===== config.mk =====
export PLATFORM = sky130hd
export DESIGN_NAME = hdlc_tx_twohalf_fifo
export DESIGN_NICKNAME = d
export VERILOG_FILES = /design/src/rtl/hdlc_tx_twohalf_fifo.sv
export SDC_FILE = /design/constraint.sdc
export NUM_CORES = 1
export LEC_CHECK = 0
export CAP_MARGIN = 0
export CORE_MARGIN = 8
export CORE_UTILIZATION = 55
export CTS_CLUSTER_SIZE = 28
export DETAILED_ROUTE_END_ITERATION = 12
export GPL_ROUTABILITY_DRIVEN = 0
export PLACE_DENSITY = 0.71
export SYNTH_ARGS = -nofsm -noshare
export SYNTH_HDL_FRONTEND = slang
export SYNTH_SLANG_ARGS = --single-unit
export TNS_END_PERCENT = 1

===== constraint.sdc =====
create_clock -name clk -period 23.3 [get_ports clk]
set_input_delay 4.66 -clock clk [delete_from_list [all_inputs] [get_ports clk]]
set_output_delay 4.66 -clock clk [all_outputs]
set_load 0.03 [all_outputs]

===== src/rtl/hdlc_tx_twohalf_fifo.sv =====
module hdlc_tx_twohalf_fifo #(
  parameter int W     = 8,
  parameter int DEPTH = 32
) (
  input  logic         clk,
  input  logic         rst_n,
  input  logic         host_wr,
  input  logic [W-1:0] host_data,
  input  logic         host_commit,
  input  logic         xmit_reset,
  input  logic         tx_ready,
  output logic         tx_valid,
  output logic [W-1:0] tx_data,
  output logic         tx_empty,
  output logic         host_wr_ok,
  output logic         tx_ovf
);
  localparam int AW = $clog2(DEPTH);
  localparam int CW = $clog2(DEPTH + 1);

  logic [W-1:0]  front_mem [DEPTH];
  logic [W-1:0]  rear_mem  [DEPTH];
  logic [CW-1:0] front_cnt, rear_cnt, rd_ptr;
  logic          pending;

  logic front_full, do_store, do_move, do_pop;

  assign host_wr_ok = ~pending;
  assign tx_valid   = rd_ptr < rear_cnt;
  assign tx_empty   = ~tx_valid;
  assign tx_data    = rear_mem[rd_ptr[AW-1:0]];
  assign front_full = front_cnt == CW'(DEPTH);
  assign do_store   = ~xmit_reset & ~pending & host_wr & ~front_full;
  assign do_move    = ~xmit_reset & pending & ~tx_valid;
  assign do_pop     = tx_valid & tx_ready;

  always_ff @(posedge clk or negedge rst_n) begin
    if (!rst_n) begin
      front_cnt <= '0;
      rear_cnt  <= '0;
      rd_ptr    <= '0;
      pending   <= 1'b0;
      tx_ovf    <= 1'b0;
    end else if (xmit_reset) begin
      front_cnt <= '0;
      rear_cnt  <= '0;
      rd_ptr    <= '0;
      pending   <= 1'b0;
      tx_ovf    <= 1'b0;
    end else if (do_move) begin
      rear_cnt  <= front_cnt;
      rd_ptr    <= '0;
      front_cnt <= '0;
      pending   <= 1'b0;
      tx_ovf    <= 1'b0;
    end else begin
      if (do_pop) rd_ptr <= rd_ptr + 1'b1;
      if (!pending) begin
        if (host_wr && front_full) tx_ovf <= 1'b1;
        if (do_store) front_cnt <= front_cnt + 1'b1;
        if (host_commit) pending <= 1'b1;
      end
    end
  end

  always_ff @(posedge clk) begin
    if (do_store) front_mem[front_cnt[AW-1:0]] <= host_data;
    if (do_move) rear_mem <= front_mem;
  end
endmodule


==> metrics.md <==
| Metric | Value |
|---|---|
| Status | finished, final reports clean |
| Final Setup Violations | 0 |
| Max-cap viol count | 0 |
| PortBufs | 25 |
| Critical-path top delay cell | nor2b_1 |
| Drt total wl | 35.0 mm |
| Synth Flop Type | edfxtp_1 |
| Post-CTS Setup Repair Bufs | 0 |
| Antenna violations before repair | 2 |
| Path type of the worst min-delay path | reg -> reg |
| All-Layer GR Usage | 17.3% |
| Sequential area share after synthesis | 84.2% |
| Crit path capture type | output port |
| Pre-antenna DRT Iters | 5 |
| DRC viols | 0 |
| CTS resizes | 0 |
| Wl on met1 | 14.1 mm |
| Netlist cell types | 50 |
| Critical path class | reg -> out |
| Crit path required time | 18.64 ns |
| Num CTS Buffers | 50 |
| Via/cell ratio | 5.73 |
| CP startpoint kind | flop |
| Setup TNS | 0 ns |
| CP cell instances | buf_4 -> nor2b_1 -> a22oi_1 -> nand3_1 -> nand4_1 -> clkdlybuf4s50_1 |
| Cts hold-fix bufs | 0 |
| Number of diodes | 0 |
| Endpoints failing hold | 0 |
| I/O pins | 26 |
| Syn nets | 918 |
| Inst Count DP | 1,356 |
| Max Freq | 116 MHz |
| Tcrit/Tclk final | 36.9% |
| WL met2 | 17.6 mm |
| Total grt overflow | 0 |
| Vias post-DR | 8,290 |
| Starting Density | 55.3% |
| Routed length per instance | 24.2 µm |
| Clock transition at path regs | 0.06 ns |
| Crit path DAT | 3.94 ns |
| ANT nets after route | 0 |
| Yosys warns | 0 |
| Htree depth | 2 |
| Pre-CTS WS | 15.23 ns |
| Mean Syn Cell Area | 21.1 µm² |
| Largest net degree at the start of global routing | 174 |
| Cell Pwr Density | 90.8 mW/mm² |
| Area Overhead vs Synth | 12.8% |
| Footprint of the multi-input gates | 0.00282 mm² |
| Worst Tran Pin Value | 1.23 ns |
| Metal3 WL | 2.29 mm |
| Critical path's largest stage delay | 0.97 ns |
| Non-filler cells, final | 1,447 |
| Insertion delay to the later sink of the worst-skew pair | 0.55 ns |
| Vias in the first global route | 8,506 |
| Post-synth ARST share | 3.76% |
| Unrepaired setup endpoints after global routing | no |
| Fin nets | 977 |
| Die width | 201 µm |
| Die area | 0.0405 mm² |
| Initial DRC count | 691 |
| Cell row count | 68 |
| Final WS setup | 14.70 ns |
| CTS max path bufs | 3 |
| Pleak | 0.00659 µW |
| Register area | 0.0159 mm² |
| Layout cells sized above 1 | 13.4% |
| Max_slew headroom | 17.8% |
| Seq cells post-synth | 532 |
| Post-Syn Area | 0.0189 mm² |
| EDFF count, synth | 512 |
| Fill count | 2,308 |
| Post-DP HPWL | 20.9 mm |
| Core area | 0.0341 mm² |
| CTS sink cnt | 532 |
| CP Max Fanout | 26 |
| Slew Limit Fails | 0 |
| Top layer in use | met5 |
| Cells after synthesis | 894 |
| Crit path time final | 8.60 ns |
| First-pass GRT wire length | 52.4 mm |
| Worst VDD drop | 0.0000492 V |
| Die Ht | 201 µm |
| Clock skew | 0.0164 ns |
| CTS tree | built |
| Clock root cell | clkbuf_16 |
## path summary, 6_finish.rpt
path / startpoint / end / slack, ns / cells past startpoint
min reg2reg: front_mem[71]$_DFFE_PP_ / rear_mem[71]$_DFFE_PP_ / 0.40 / 0
max reg2reg: rd_ptr[1]$_DFFE_PN0P_ / rear_mem[66]$_DFFE_PP_ / 19.10 / 6
max in group asynchronous: rst_n / rd_ptr[1]$_DFFE_PN0P_ / 17.99 / 1
min in group asynchronous: rst_n / front_cnt[0]$_DFFE_PN0P_ / 4.62 / 1
max: rd_ptr[0]$_DFFE_PN0P_ / tx_data[0] / 14.70 / 6
min: front_mem[71]$_DFFE_PP_ / rear_mem[71]$_DFFE_PP_ / 0.40 / 0
## cell type report
| type | instances | share of cell area, % |
|---|---|---|
| timing repair buffer | 39 | 1.73 |
| multi-input combinational | 321 | 13.2 |
| clock inverter | 27 | 1.13 |
| clock buffer | 64 | 6.43 |
| tap | 455 | 2.68 |
| inverter | 9 | 0.159 |
| sequential | 532 | 74.6 |
## state kept, by name (all words and copies together) (netlist names)
| register | count |
|---|---|
| front_mem | 256 |
| rear_mem | 256 |
| front_cnt | 6 |
| rd_ptr | 6 |
| rear_cnt | 6 |
| pending | 1 |
| tx_ovf | 1 |
## cell usage in the layout (no fill, tap or decap), drive strengths merged, types with 3 or more instances in the layout
cell	n
a21oi	7
a22oi	48
buf	14
bufinv	4
clkbuf	64
clkdlybuf4s50	25
clkinv	19
clkinvlp	3
dfrtp	20
edfxtp	512
ha	10
inv	10
mux2i	73
mux4	32
nand2	12
nand3	19
nand4	12
nor2	59
nor2b	3
nor3	3
o21ai	4
or2	3
xor2	4
## power breakdown
group | switching [µW] | leakage (µW) | internal [µW]
Sequential | 9.94 | 0.00491 | 1070
Clock | 325 | 0.000789 | 459
Combinational | 47.3 | 0.000890 | 23.2
## cell families after synthesis
group                    share of synthesized area, %
flip-flops                                       84.2
AND/OR/NAND/NOR                                  3.25
multiplexers                                     7.69
AO/OA/AOI/OAI                                    3.04
buffers and inverters                           0.955
adder cells (fa/ha/maj)                         0.663
XOR/XNOR                                        0.232
## per-stage QoR
step	cell area, µm²	total power [µW]	hold slack, ns	util, %
after floorplan	18900	1140	0.400	-
after global placement	19700	1170	0.401	57.7
after detailed placement	19700	1170	0.405	57.7
after CTS	21300	1950	0.404	62.4
after global routing	21300	1990	0.409	62.4
final	21300	1930	0.405	62.4
## worst max-delay path: cells and delay by family, from the launching register on
kind                   cells  cell delay [ns]
and+or+nand+nor            3             1.30
buffers and inverters      2             1.21
DFF                        1             0.65
AOI/OAI and AO/OA          1             0.22
## Yosys cell counts (4+ instances only)
master | n | area share (%)
mux2i_1 | 73 | 3.9
nor2_1 | 59 | 1.2
buf_1 | 4 | 0.080
nand3_1 | 19 | 0.50
o21ai_0 | 4 | 0.11
ha_1 | 10 | 0.66
xor2_1 | 4 | 0.19
mux4_2 | 32 | 3.8
a21oi_1 | 6 | 0.16
nand4_1 | 11 | 0.36
edfxtp_1 | 512 | 82
inv_1 | 9 | 0.18
nand2_1 | 12 | 0.24
a22oi_1 | 48 | 1.9
clkbuf_1 | 11 | 0.22
dfrtp_1 | 20 | 2.7
buf_2 | 15 | 0.40
## layer usage
| layer | vias to the layer above | GRT usage, % |
|---|---|---|
| met5 | - | 0 |
| met2 | 260 | 29.0 |
| met3 | 72 | 3.83 |
| met4 | 2 | 6.34 |
| met1 | 4234 | 22.2 |
| li1 | 3722 | - |
No activity file was read; power rests on OpenSTA's default activity.
